**src/rtl/irq_redir_pkg.sv**
```systemverilog
package irq_redir_pkg;
   // bit of the entry configuration word that holds the mask
   localparam int unsigned CFG_MASK_BIT = 16;
   // spacing of entry configuration words in the register window
   localparam int unsigned CFG_STRIDE   = 4;
endpackage

```
**src/rtl/irq_entry.sv**
```systemverilog
module irq_entry #(
   parameter int unsigned VEC_W = 8
) (
   input  logic             clk,
   input  logic             rst_n,
   input  logic             cfg_we,
   input  logic [VEC_W-1:0] cfg_vec,
   input  logic             cfg_mask,
   input  logic             eoi_we,
   input  logic [VEC_W-1:0] eoi_vec,
   input  logic             accept,
   input  logic             irq,
   output logic [VEC_W-1:0] vec,
   output logic             masked,
   output logic             in_service,
   output logic             eligible
);
   logic eoi_hit;

   assign eoi_hit  = eoi_we && (eoi_vec == vec);
   assign eligible = irq && !masked && !in_service;

   always_ff @(posedge clk or negedge rst_n) begin
      if (!rst_n) begin
         vec    <= '0;
         masked <= 1'b1;
      end else if (cfg_we) begin
         vec    <= cfg_vec;
         masked <= cfg_mask;
      end
   end

   // acceptance has precedence over a matching end-of-interrupt
   always_ff @(posedge clk or negedge rst_n) begin
      if (!rst_n)
         in_service <= 1'b0;
      else if (accept)
         in_service <= 1'b1;
      else if (eoi_hit)
         in_service <= 1'b0;
   end


   eoi_clears_chk: assert property (@(posedge clk) disable iff (!rst_n)
      (eoi_hit && !accept) |=> !in_service);

   accept_wins_chk: assert property (@(posedge clk) disable iff (!rst_n)
      accept |=> in_service);

   set_only_by_accept_chk: assert property (@(posedge clk) disable iff (!rst_n)
      $rose(in_service) |-> $past(accept));
endmodule

```
**src/rtl/irq_prio_arb.sv**
```systemverilog
module irq_prio_arb #(
   parameter int unsigned N = 8,
   localparam int unsigned IDX_W = $clog2(N)
) (
   input  logic [N-1:0]     req,
   output logic [N-1:0]     gnt,
   output logic [IDX_W-1:0] gnt_idx,
   output logic             any
);
   always_comb begin
      gnt     = '0;
      gnt_idx = '0;
      for (int i = N - 1; i >= 0; i--) begin
         if (req[i]) begin
            gnt     = '0;
            gnt[i]  = 1'b1;
            gnt_idx = IDX_W'(i);
         end
      end
   end

   assign any = |req;


   gnt_onehot_chk: assert property (@(req) ##0 $onehot0(gnt) && (any == (gnt != '0)));
endmodule

```
**src/rtl/irq_redir_table.sv**
```systemverilog
module irq_redir_table
   import irq_redir_pkg::*;
#(
   parameter int unsigned NUM_ENTRIES = 8,
   parameter int unsigned VEC_W       = 8,
   parameter int unsigned ADDR_W      = 8,
   parameter int unsigned DATA_W      = 32,
   parameter int unsigned CFG_BASE    = 'h00,
   parameter int unsigned EOI_OFFSET  = 'h40,
   localparam int unsigned IDX_W      = $clog2(NUM_ENTRIES)
) (
   input  logic                   clk,
   input  logic                   rst_n,
   input  logic                   wr_en,
   input  logic [ADDR_W-1:0]      wr_addr,
   input  logic [DATA_W-1:0]      wr_data,
   input  logic [NUM_ENTRIES-1:0] irq_lvl,
   output logic                   msg_valid,
   input  logic                   msg_ready,
   output logic [VEC_W-1:0]       msg_vector,
   output logic [IDX_W-1:0]       msg_index
);
   localparam int unsigned CFG_END = CFG_BASE + CFG_STRIDE * NUM_ENTRIES;

   if (NUM_ENTRIES < 2) begin : g_bad_entries
      $error("irq_redir_table: NUM_ENTRIES must be at least 2");
   end
   if (DATA_W <= CFG_MASK_BIT || VEC_W > DATA_W) begin : g_bad_data
      $error("irq_redir_table: DATA_W too narrow for vector and mask");
   end
   if (EOI_OFFSET >= CFG_BASE && EOI_OFFSET < CFG_END) begin : g_bad_map
      $error("irq_redir_table: EOI_OFFSET overlaps entry window");
   end
   if (CFG_END > (1 << ADDR_W) || EOI_OFFSET >= (1 << ADDR_W)) begin : g_bad_addr
      $error("irq_redir_table: register window exceeds ADDR_W");
   end

   logic                   eoi_we;
   logic [NUM_ENTRIES-1:0] cfg_we;
   logic [NUM_ENTRIES-1:0] eligible;
   logic [NUM_ENTRIES-1:0] gnt;
   logic [NUM_ENTRIES-1:0] accept;
   logic [NUM_ENTRIES-1:0] masked;
   logic [NUM_ENTRIES-1:0] in_service;
   logic [VEC_W-1:0]       vec [NUM_ENTRIES];
   logic                   any;

   assign eoi_we = wr_en && (wr_addr == ADDR_W'(EOI_OFFSET));

   for (genvar i = 0; i < NUM_ENTRIES; i++) begin : g_entry
      assign cfg_we[i] = wr_en && (wr_addr == ADDR_W'(CFG_BASE + CFG_STRIDE * i));
      assign accept[i] = gnt[i] && msg_ready;

      irq_entry #(.VEC_W(VEC_W)) u_entry (
         .clk        (clk),
         .rst_n      (rst_n),
         .cfg_we     (cfg_we[i]),
         .cfg_vec    (wr_data[VEC_W-1:0]),
         .cfg_mask   (wr_data[CFG_MASK_BIT]),
         .eoi_we     (eoi_we),
         .eoi_vec    (wr_data[VEC_W-1:0]),
         .accept     (accept[i]),
         .irq        (irq_lvl[i]),
         .vec        (vec[i]),
         .masked     (masked[i]),
         .in_service (in_service[i]),
         .eligible   (eligible[i])
      );
   end

   irq_prio_arb #(.N(NUM_ENTRIES)) u_arb (
      .req     (eligible),
      .gnt     (gnt),
      .gnt_idx (msg_index),
      .any     (any)
   );

   assign msg_valid  = any;
   assign msg_vector = vec[msg_index];


   offer_is_eligible_chk: assert property (@(posedge clk) disable iff (!rst_n)
      msg_valid |-> (irq_lvl[msg_index] && !masked[msg_index] && !in_service[msg_index]));

   masked_silent_chk: assert property (@(posedge clk) disable iff (!rst_n)
      msg_valid |-> !masked[msg_index]);

   take_sets_flag_chk: assert property (@(posedge clk) disable iff (!rst_n)
      (msg_valid && msg_ready) |=> in_service[$past(msg_index)]);

   nonmatch_kept_chk: assert property (@(posedge clk) disable iff (!rst_n)
      (eoi_we && in_service[0] && wr_data[VEC_W-1:0] != vec[0]) |=> in_service[0]);
endmodule

```
**config.mk**
```make
export PLATFORM = sky130hd
export DESIGN_NAME = irq_redir_table
export DESIGN_NICKNAME = d
export VERILOG_FILES = /design/src/rtl/irq_redir_pkg.sv /design/src/rtl/irq_entry.sv /design/src/rtl/irq_prio_arb.sv /design/src/rtl/irq_redir_table.sv
export SDC_FILE = /design/constraint.sdc
export NUM_CORES = 1
export LEC_CHECK = 0
export BUFFER_PORTS_ARGS = -buffer_cell sky130_fd_sc_hd__clkbuf_2
export CAP_MARGIN = 20
export CORE_UTILIZATION = 58
export DETAILED_ROUTE_END_ITERATION = 16
export GPL_TIMING_DRIVEN = 0
export HOLD_SLACK_MARGIN = 0.12
export PLACE_DENSITY = 0.9
export SYNTH_ARGS = -nofsm -noshare
export SYNTH_HDL_FRONTEND = slang
export SYNTH_SLANG_ARGS = --single-unit
```
**constraint.sdc**
```tcl
create_clock -name clk -period 2.2 [get_ports clk]
set_input_delay 0 -clock clk [delete_from_list [all_inputs] [get_ports clk]]
set_output_delay 0 -clock clk [all_outputs]
set_load 0.005 [all_outputs]
```
==> results.toml <==
[run_status]
status = "finished with violations"
violations = "negative setup slack"

[timing]
layout_min_cycle_time_ps = 2670
worstMarginPinSlew_ps = 777
slew_headroom_pct = 48.2
report.final.slew_viol_count = 0
rsz0062_at_grt = "true"
fin_crit_sh_pct = 121
final-setup-viol-count = 9
worst_slack_ps = -470
final_hold_viol_count = 0
finClkSkew_ps = 13.9
clock.fmax_mhz = 375

[floorplan]
pin_count = 64
die_w_um = 92.8
start_util_pct = 60.9
std_cell_rows = 32
die_area_mm2 = 0.00861
die_h_um = 92.8
core_mm2 = 0.00785

[detailed_routing]
vias = 4412
wl_um = 16300
routed_via_density = 7.12
dr.first_iter.drc_count = 622
wl_per_cell_um = 26.2
drt_first_pass_iters = 6
drc = 0
ant_nets = 0

[critical_path]
worstPathCellList = "or3b_4 > and3_4 > a22oi_4 > inv_4 > buf_12 > buf_12 > a211oi_4 > a211oi_2 > clkbuf_2"
crit_top_cell = "buf_12"
cp_slowest_stage_delay_ps = 410
worstPathArrival_ps = 2670
crit_slowest_cell = "or3b_4"
path_delay_family = "compound AO/OA/AOI/OAI gates"
worstPathMaxFanout = 6
setup.worst_path.start_class = "register"
critPathRequiredTime_ps = 2200
cp.buffers_inverters = 4
endpoint_kind = "primary output"
criticalPathCategory = "register to primary output"

[power]
totalPowerFinal_mw = 6.27
leakage_nw = 2.46
peakVddDrop_v = 0.000644
p_per_area_mw_per_mm2 = 1070

[synth]
syn_inst = 442
synth_area_leader_cell = "dfrtp_1"
synth.area.top_cells = "dfrtp_1, xnor2_1, mux2_2"
yosys.cell_types.count = 44
synth-warning-count = 0
synth_area_mm2 = 0.00478
synth_fp_nets = 494
synth_top_cells_by_count = "dfrtp_1, xnor2_1, mux2_2"
ys_async_sr_fraction_pct = 100
synth_edf_count = 0
yosysSeqAreaShare_pct = 42.1
synth_top_cell_area_share_pct = 37.7
ys_ff_latch = 80
synth.most_common_cell = "dfrtp_1"
ys.flop_type = "dfrtp_1"
avgSynthCellArea_um2 = 10.8

[final_layout]
drive_gt1_share_pct = 31.1
flow.area_growth_from_synthesis_pct = 22.8
final_nets = 565
fin_util_pct = 74.7
final_cells = 620
diodes = 0
fillers = 475

[clock_network]
cts_inserted_buffers = 9
cts.clk_slew.worst_paths_ps = 80
insertion_delay_ps = 370
cts_max_level = 3
clock_sinks = 80
cts_max_path_buffers = 2
cts-root-buf = "clkbuf_8"
cts_tree = "done"

[place]
port_buffers = 30
hpwl_um = 9050
dp_cells = 575
place.gp.congestion = 0.965

[global_routing]
antenna_found_initial = 0
grt.total_usage_pct = 35.6
grt_remaining_overflow = 0
grt_pass1_wl_um = 22800
grt_pass1_vias = 4223
grt_max_degree = 60

[min_path]
hp-class = "input port to register"

[job]
drv_cap = 0
[layout by cell type (no fill, tap or decap), types with 12 or more instances in the layout]
cell,synthesis,final
dfrtp_1,72,72
xnor2_1,64,64
mux2_2,42,40
clkbuf_2,0,27
clkbuf_1,31,27
mux2_1,28,27
o21ai_0,21,21
nand4_1,18,18
inv_1,15,15
nand2_1,12,12
a211oi_2,5,12
buf_4,0,12
[worst register-to-register path: stages, from the launching register on]
cell and delay [ps]:
dfstp_2 380, or3b_4 410, buf_12 160, clkbuf_2 260, nand4b_1 190, dlygate4sd3_1 570
o21ai_1 70
[report_power, final]
group | internal (mW) | leakage (nW) | switching, mW
Combinational | 1.50 | 1.34 | 1.82
Sequential | 1.60 | 1.01 | 0.123
Clock | 0.668 | 0.110 | 0.564
[timing repair]
| action | in CTS | in global routing |
|---|---|---|
| setup buffers | 7 | 10 |
| pin swaps | 12 | 12 |
| endpoints found under the hold margin | 90 | 0 |
| cloned | 1 | 1 |
| gates resized for setup | 42 | 24 |
| endpoints found under the setup margin | 10 | 12 |
| hold buffers | 11 | 0 |
[state kept, by name, indices dropped and copies added (netlist names)]
name and cells:
g_entry.u_entry.vec 64, g_entry.u_entry.masked 8, g_entry.u_entry.in_service 8
[per-layer routing]
metal,part of all wire [%],track usage [%],vias up
met3,11,7.80,126
met4,8.1,18.7,0
met1,35,45.2,2132
met2,45,57.0,394
met5,0,0,-
li1,-,-,1760
[stage by stage]
stage	TNS [ps]	area, µm²	hold slack, ps	setup WS [ps]
2_1_floorplan	0	4780	-296	268
3_5_place_dp	-914	5090	-51.3	-170
4_1_cts	-2450	5710	177	-327
5_1_grt	-3390	5870	253	-508
6_report	-3160	5870	200	-470
3_3_place_gp	-908	5060	269	-159
[final timing paths]
path | from | endpoint | slack (ps) | cells past startpoint
setup / recovery | g_entry[0].u_entry.masked$_DFFE_PN1P_ | msg_vector[5] | -470 | 9
hold / removal | irq_lvl[6] | g_entry[7].u_entry.in_service$_DFFE_PN0P_ | 200 | 3
setup reg to reg | g_entry[0].u_entry.masked$_DFFE_PN1P_ | g_entry[1].u_entry.in_service$_DFFE_PN0P_ | 40 | 6
hold reg to reg | g_entry[7].u_entry.in_service$_DFFE_PN0P_ | g_entry[7].u_entry.in_service$_DFFE_PN0P_ | 510 | 2
max in group asynchronous | rst_n | g_entry[5].u_entry.vec[0]$_DFFE_PN0P_ | 420 | 4
min in group asynchronous | rst_n | g_entry[4].u_entry.vec[3]$_DFFE_PN0P_ | 580 | 3
[final cells by class]
class	count	area, µm²	share of cell area, %
Buffer	33	164	2.79
Inverter	16	62.6	1.07
Clock buffer	12	145	2.47
Timing Repair Buffer	61	513	8.75
Multi-Input combinational cell	312	2770	47.2
Sequential cell	80	2010	34.3
Tap cell	102	128	2.18
Clock inverter	4	70.1	1.19
[cell families (layout without fill, tap and decap cells)]
| family | Yosys count | in the layout | synth area share (%) |
|---|---|---|---|
| AOI/OAI and AO/OA | 99 | 99 | 14.6 |
| xor gates and xnor gates | 64 | 64 | 11.7 |
| buffers and inverters | 50 | 126 | 4.40 |
| DFF | 80 | 80 | 42.1 |
| muxes | 77 | 77 | 18.0 |
| and+or+nand+nor | 72 | 72 | 9.19 |
(Power assumes the default switching activity.)
